[config.mk]
export PLATFORM = sky130hd
export DESIGN_NAME = split_pwm
export DESIGN_NICKNAME = d
export VERILOG_FILES = /design/src/rtl/split_pwm_pkg.sv /design/src/rtl/tap_delay_line.sv /design/src/rtl/quarter_divider.sv /design/src/rtl/coarse_slicer.sv /design/src/rtl/fine_slicer.sv /design/src/rtl/split_pwm.sv
export SDC_FILE = /design/constraint.sdc
export NUM_CORES = 1
export LEC_CHECK = 0
export BUFFER_PORTS_ARGS = -buffer_cell sky130_fd_sc_hd__buf_2
export CAP_MARGIN = 5
export CORE_MARGIN = 2
export CORE_UTILIZATION = 54
export CTS_BUF_LIST = sky130_fd_sc_hd__clkbuf_16
export CTS_CLUSTER_DIAMETER = 40
export CTS_CLUSTER_SIZE = 40
export DETAILED_ROUTE_END_ITERATION = 12
export HOLD_SLACK_MARGIN = 0.08
export PLACE_DENSITY = 0.75
export SLEW_MARGIN = 20
export SYNTH_ARGS = -nofsm -noshare
export SYNTH_HDL_FRONTEND = slang
export SYNTH_HIERARCHICAL = 1
export SYNTH_SLANG_ARGS = --single-unit
[constraint.sdc]
create_clock -name clk -period 1.6 [get_ports clk]
set_input_delay 0.24 -clock clk [delete_from_list [all_inputs] [get_ports clk]]
set_output_delay 0.24 -clock clk [all_outputs]
set_load 0.01 [all_outputs]
[src/rtl/split_pwm_pkg.sv]
package split_pwm_pkg;
  // Width of one half of the duty code (one slicer's control field).
  parameter int HALF_W = 2;
  // Whole duty code width.
  localparam int TOTAL_W = 2 * HALF_W;
  // Fine slots per quarter; also the quarters per period.
  localparam int TAPS = 1 << HALF_W;
  // Output period in clock cycles.
  localparam int PERIOD = TAPS * TAPS;
  // Flops in the shared twisted-ring tap line.
  localparam int RING_N = (TAPS / 2 < 1) ? 1 : TAPS / 2;
endpackage

[src/rtl/tap_delay_line.sv]
// Shared fine-slot generator: a twisted-ring of RING_N flops walks through
// TAPS states; the decoded slot drives a "slot below j" tap vector.
module tap_delay_line
  import split_pwm_pkg::*;
#(
  parameter int W     = HALF_W,
  parameter int NTAP  = TAPS,
  parameter int NRING = RING_N
) (
  input  logic            clk,
  input  logic            rst_n,
  output logic [NTAP-1:0] below_tap,
  output logic            slot_first,
  output logic            slot_last
);
  localparam int IDX_W = W;

  logic [NRING-1:0] ring_q;
  logic [IDX_W-1:0] slot_idx;

  generate
    if (NRING == 1) begin : g_single
      always_ff @(posedge clk or negedge rst_n) begin
        if (!rst_n) ring_q <= '0;
        else        ring_q <= ~ring_q;
      end
    end else begin : g_chain
      always_ff @(posedge clk or negedge rst_n) begin
        if (!rst_n) ring_q <= '0;
        else        ring_q <= {ring_q[NRING-2:0], ~ring_q[NRING-1]};
      end
    end
  endgenerate

  // Decode the twisted-ring state into a slot number.
  always_comb begin
    int ones;
    ones = $countones(ring_q);
    if (ring_q[NRING-1]) slot_idx = IDX_W'(NTAP - ones);
    else                 slot_idx = IDX_W'(ones);
  end

  // below_tap[j] is high while the current slot index is below j.
  generate
    for (genvar j = 0; j < NTAP; j++) begin : g_tap
      assign below_tap[j] = (int'(slot_idx) < j);
    end
  endgenerate

  assign slot_first = (slot_idx == '0);
  assign slot_last  = (slot_idx == IDX_W'(NTAP - 1));
endmodule

[src/rtl/quarter_divider.sv]
// Divide-by-TAPS quarter counter, advanced on each fine-slot wrap and held
// cleared while its hold input is set.
module quarter_divider
  import split_pwm_pkg::*;
#(
  parameter int W = HALF_W
) (
  input  logic         clk,
  input  logic         rst_n,
  input  logic         hold,
  input  logic         advance,
  output logic [W-1:0] quarter
);
  always_ff @(posedge clk or negedge rst_n) begin
    if (!rst_n)       quarter <= '0;
    else if (hold)    quarter <= '0;
    else if (advance) quarter <= quarter + 1'b1;
  end
endmodule

[src/rtl/coarse_slicer.sv]
// Upper-pair slicer: active for the first `code` whole quarters.
module coarse_slicer
  import split_pwm_pkg::*;
#(
  parameter int W = HALF_W
) (
  input  logic         clk,
  input  logic         rst_n,
  input  logic [W-1:0] code,
  input  logic         slot_last,
  output logic         active
);
  logic         code_zero;
  logic [W-1:0] quarter;

  assign code_zero = ~|code;

  quarter_divider #(.W(W)) div_i (
    .clk     (clk),
    .rst_n   (rst_n),
    .hold    (code_zero),
    .advance (slot_last),
    .quarter (quarter)
  );

  assign active = !code_zero && (quarter < code);
endmodule

[src/rtl/fine_slicer.sv]
// Lower-pair slicer: active in quarter `window` for the first `code` slots,
// picked from the shared tap line through a TAPS:1 selector.
module fine_slicer
  import split_pwm_pkg::*;
#(
  parameter int W    = HALF_W,
  parameter int NTAP = TAPS
) (
  input  logic            clk,
  input  logic            rst_n,
  input  logic [W-1:0]    code,
  input  logic [W-1:0]    window,
  input  logic [NTAP-1:0] below_tap,
  input  logic            slot_last,
  output logic            active
);
  logic         code_zero;
  logic [W-1:0] quarter;
  logic         tap_sel;

  assign code_zero = ~|code;

  quarter_divider #(.W(W)) div_i (
    .clk     (clk),
    .rst_n   (rst_n),
    .hold    (code_zero),
    .advance (slot_last),
    .quarter (quarter)
  );

  assign tap_sel = below_tap[code];
  assign active  = !code_zero && (quarter == window) && tap_sel;
endmodule

[src/rtl/split_pwm.sv]
module split_pwm
  import split_pwm_pkg::*;
#(
  parameter int W = HALF_W
) (
  input  logic             clk,
  input  logic             rst_n,
  input  logic [2*W-1:0]   duty_set,
  output logic             pwm_out,
  output logic             period_strobe
);
  localparam int NTAP  = 1 << W;
  localparam int NRING = (NTAP / 2 < 1) ? 1 : NTAP / 2;
  localparam int DW    = 2 * W;

  logic [NTAP-1:0] below_tap;
  logic            slot_first;
  logic            slot_last;
  logic [W-1:0]    frame_q;
  logic [DW-1:0]   act_q;
  logic [W-1:0]    upper_code;
  logic [W-1:0]    lower_code;
  logic            upper_act;
  logic            lower_act;
  logic            pulse_next;
  logic            period_first;
  logic            period_last;

  tap_delay_line #(.W(W), .NTAP(NTAP), .NRING(NRING)) taps_i (
    .clk        (clk),
    .rst_n      (rst_n),
    .below_tap  (below_tap),
    .slot_first (slot_first),
    .slot_last  (slot_last)
  );

  // Free-running period framer built from the same divider.
  quarter_divider #(.W(W)) frame_i (
    .clk     (clk),
    .rst_n   (rst_n),
    .hold    (1'b0),
    .advance (slot_last),
    .quarter (frame_q)
  );

  assign period_first = slot_first && (frame_q == '0);
  assign period_last  = slot_last  && (frame_q == W'(NTAP - 1));

  // Code in force: taken once, at the close of the last slot of a period.
  always_ff @(posedge clk or negedge rst_n) begin
    if (!rst_n)           act_q <= '0;
    else if (period_last) act_q <= duty_set;
  end

  assign upper_code = act_q[DW-1:W];
  assign lower_code = act_q[W-1:0];

  coarse_slicer #(.W(W)) upper_i (
    .clk       (clk),
    .rst_n     (rst_n),
    .code      (upper_code),
    .slot_last (slot_last),
    .active    (upper_act)
  );

  fine_slicer #(.W(W), .NTAP(NTAP)) lower_i (
    .clk       (clk),
    .rst_n     (rst_n),
    .code      (lower_code),
    .window    (upper_code),
    .below_tap (below_tap),
    .slot_last (slot_last),
    .active    (lower_act)
  );

  // Combiner: lower part alone when the upper pair is empty, else merged.
  always_comb begin
    if (upper_code == '0) pulse_next = lower_act;
    else                  pulse_next = upper_act | lower_act;
  end

  always_ff @(posedge clk or negedge rst_n) begin
    if (!rst_n) begin
      pwm_out       <= 1'b0;
      period_strobe <= 1'b0;
    end else begin
      pwm_out       <= pulse_next;
      period_strobe <= period_first;
    end
  end
endmodule

==> results.md <==
- Clock Latency Late Sink: 0.24 ns
- Critical-path cell list: nand2b_1 -> mux4_2 -> nor4b_4 -> nand2b_1
- Initial antenna violation count: 0
- Setup TNS: 0 ns
- Run status: complete, no violations
- Slew Limit Fails: 0
- DRC Markers: 0
- Clock transition at path regs: 0.05 ns
- CTS sink cnt: 14
- Part of the power in registers: 41.3%
- Psw: 211 uW
- Logic pwr share: 10.0%
- Synth Area per Inst: 12.3 um2
- DIE WIDTH: 40.1 um
- Maximum VDD drop: 0.784 mV
- CP Max Fanout: 4
- H-Tree Depth: 1
- Critical Path Start Type: flip-flop
- Critical path's slowest cell: mux4_2
- Layout Skew: 0.00272 ns
- Synth-to-Final Area Change: 20.7%
- Seq cells post-synth: 14
- Wire length per cell: 14.0 um
- Worst endpoint data arrival time: 1.54 ns
- Crit share post-route: 88.0%
- Clk pwr share: 48.7%
- Drt via density: 5.17
- Total of max-cap violations: 0
- Die area: 0.00160 mm2
- Sw Ratio: 21.7%
- RePlAce Congestion: 0.679
- Critical Path End: pwm_out
- Inserted Diodes: 0
- First-pass GRT wire length: 2.06 mm
- Die height: 40.1 um
- Reg2reg setup slack: 0.19 ns
- Initial core utilization: 60.7%
- Buf+Inv Stages, Crit Path: 0
- GRT Util Overall: 21.9%
- Final hold violations: 0
- Site Rows: 12
- DR pass1 iterations: 3
- Critical path class: flip-flop to flip-flop
- DRT iter0 DRCs: 5
- Post-synth cell types: 19
- # IOs: 8
- Vias post-DR: 434
- CP startpoint: taps_i/ring_q[0]
- Crit. path cell count: 4
- RR Startpoint: taps_i/ring_q[0]
- Register area share after synthesis: 49.9%
- Cell count after synthesis: 57
- Hold Crit Class: input pin to flip-flop
- Reg2Reg Depth: 4
- Hold Buf Count CTS: 1
- Final setup violation count: 0
- Overflow after GRT: 0
- Routed WL: 1.18 mm
- Core area: 0.00116 mm2
- Delay-heaviest family, CP: multiplexers
- RSZ-0062 raised after global routing: no
- CTS root buffer: clkbuf_16
- Fmax: 711 MHz
- Total Power: 974 uW
- CP Capture Type: flip-flop
- Tmin final: 1.41 ns
- Number of global-route vias before repair: 436
- Share of layout cells above drive strength 1: 28.6%
- Routed Antenna Nets: 0
- Setup Fix Bufs, Post-CTS: 0
- Final nets: 78
- Crit path required time: 1.73 ns
- Resized Gates After CTS: 0
- Synth warn: 6
- Slowest Stage Delay on Critical Path: 0.46 ns
- CTS Buf Count: 3
- Most used cell, CP: nand2b_1
- PwrDens: 1150 mW/mm2
- CTS tree: yes
- Pint: 762 uW
- Port-buffer cells: 7
- Final HPWL DP: 852 um
- Mapped Area: 702 um2
- Reg-to-Reg End: pwm_out
- Total leakage power: 0.382 nW
- Clock Tree Buf Depth: 2
- Largest net degree at the start of global routing: 15
-- logic make-up after synthesis --
family                     share of synthesized area (%)
and+or+nand+nor                                     16.2
DFF                                                 49.9
AOI/OAI and AO/OA                                   11.4
xor gates and xnor gates                            6.24
muxes                                               9.62
buffers and inverters                               3.74
other                                               1.07
adders and majority gates                           1.78
-- per-stage QoR --
step	util (%)	setup slack, ns	area, um2	hold WS [ns]	cells
after floorplan	-	0.236	706	-0.0556	58
after global placement	65.6	0.235	758	0.145	79
after detailed placement	65.6	0.189	758	0.152	79
after CTS	73.3	0.184	847	0.207	84
after global routing	73.3	0.136	847	0.214	84
final	73.3	0.193	847	0.206	84
-- power groups by stage --
stage | combinational [mW] | clock [mW] | sequential, mW
2_1_floorplan | 0.0628 | 0 | 0.407
5_1_grt | 0.110 | 0.500 | 0.406
4_1_cts | 0.0996 | 0.475 | 0.402
6_report | 0.0974 | 0.474 | 0.402
3_5_place_dp | 0.0966 | 0 | 0.407
3_3_place_gp | 0.0924 | 0 | 0.406
-- cell usage in the layout (no fill, tap or decap) --
cell type,Yosys,final
dfrtp_1,14,14
buf_2,0,7
nor2_1,6,6
mux2_1,4,4
a21bo_1,4,4
a21oi_2,4,4
nand2b_1,3,3
clkbuf_16,0,3
nand3b_1,3,3
conb_1,2,3
xnor2_1,3,3
inv_1,3,3
xor2_1,2,2
buf_4,2,2
o21ai_0,1,1
nand3_2,1,1
nor3b_1,1,1
clkinv_1,0,1
dlygate4sd3_1,0,1
mux4_2,1,1
nor4b_4,1,1
and2b_2,1,1
ha_1,1,1
-- worst register-to-register path, stage by stage, from the launching register on --
cell and delay, ns:
dfrtp_1 0.40, nand2b_1 0.15, mux4_2 0.46, nor4b_4 0.14
nand2b_1 0.15
-- metal layers --
metal / GRT usage (%) / up-vias / part of all wire (%)
met2: 30.2 / 8 / 46
met1: 25.5 / 209 / 46
li1: - / 212 / -
met3: 10.0 / 5 / 3.7
met4: 18.1 / 0 / 4.0
met5: 0 / - / 0
-- synthesized netlist by cell type, drive strengths merged --
master / instances / area, um2
a21bo: 4 / 40.0
a21oi: 4 / 35.0
and2b: 1 / 8.76
buf: 2 / 15.0
conb: 2 / 7.51
dfrtp: 14 / 350
ha: 1 / 12.5
inv: 3 / 11.3
mux2: 4 / 45.0
mux4: 1 / 22.5
nand2b: 3 / 18.8
nand3: 1 / 10.0
nand3b: 3 / 22.5
nor2: 6 / 22.5
nor3b: 1 / 7.51
nor4b: 1 / 23.8
o21ai: 1 / 5.00
xnor2: 3 / 26.3
xor2: 2 / 17.5
-- registers in the layout, indices dropped and copies added (netlist names) --
register and flops:
lower_i/div_i/quarter 2, upper_i/div_i/quarter 2, taps_i/ring_q 2, period_strobe 1, pwm_out 1, act_q 4
frame_i/quarter 2
-- worst min path at each step --
stage	from	endpoint	depth (start not counted)
2_1_floorplan	rst_n	act_q[0]	0
3_3_place_gp	rst_n	taps_i/ring_q[1]	1
3_5_place_dp	rst_n	taps_i/ring_q[0]	1
4_1_cts	duty_set[1]	act_q[1]	2
5_1_grt	duty_set[1]	act_q[1]	2
6_report	duty_set[1]	act_q[1]	2
-- final cells by class --
| type | instances | area [um2] |
|---|---|---|
| sequential | 14 | 350 |
| multi-input combinational | 39 | 329 |
| fill | 81 | 309 |
| clock buffer | 3 | 75.1 |
| timing repair buffer | 10 | 60.1 |
| tap | 14 | 17.5 |
| inverter | 3 | 11.3 |
| clock inverter | 1 | 3.75 |
No activity file was read; power rests on OpenSTA's default activity.
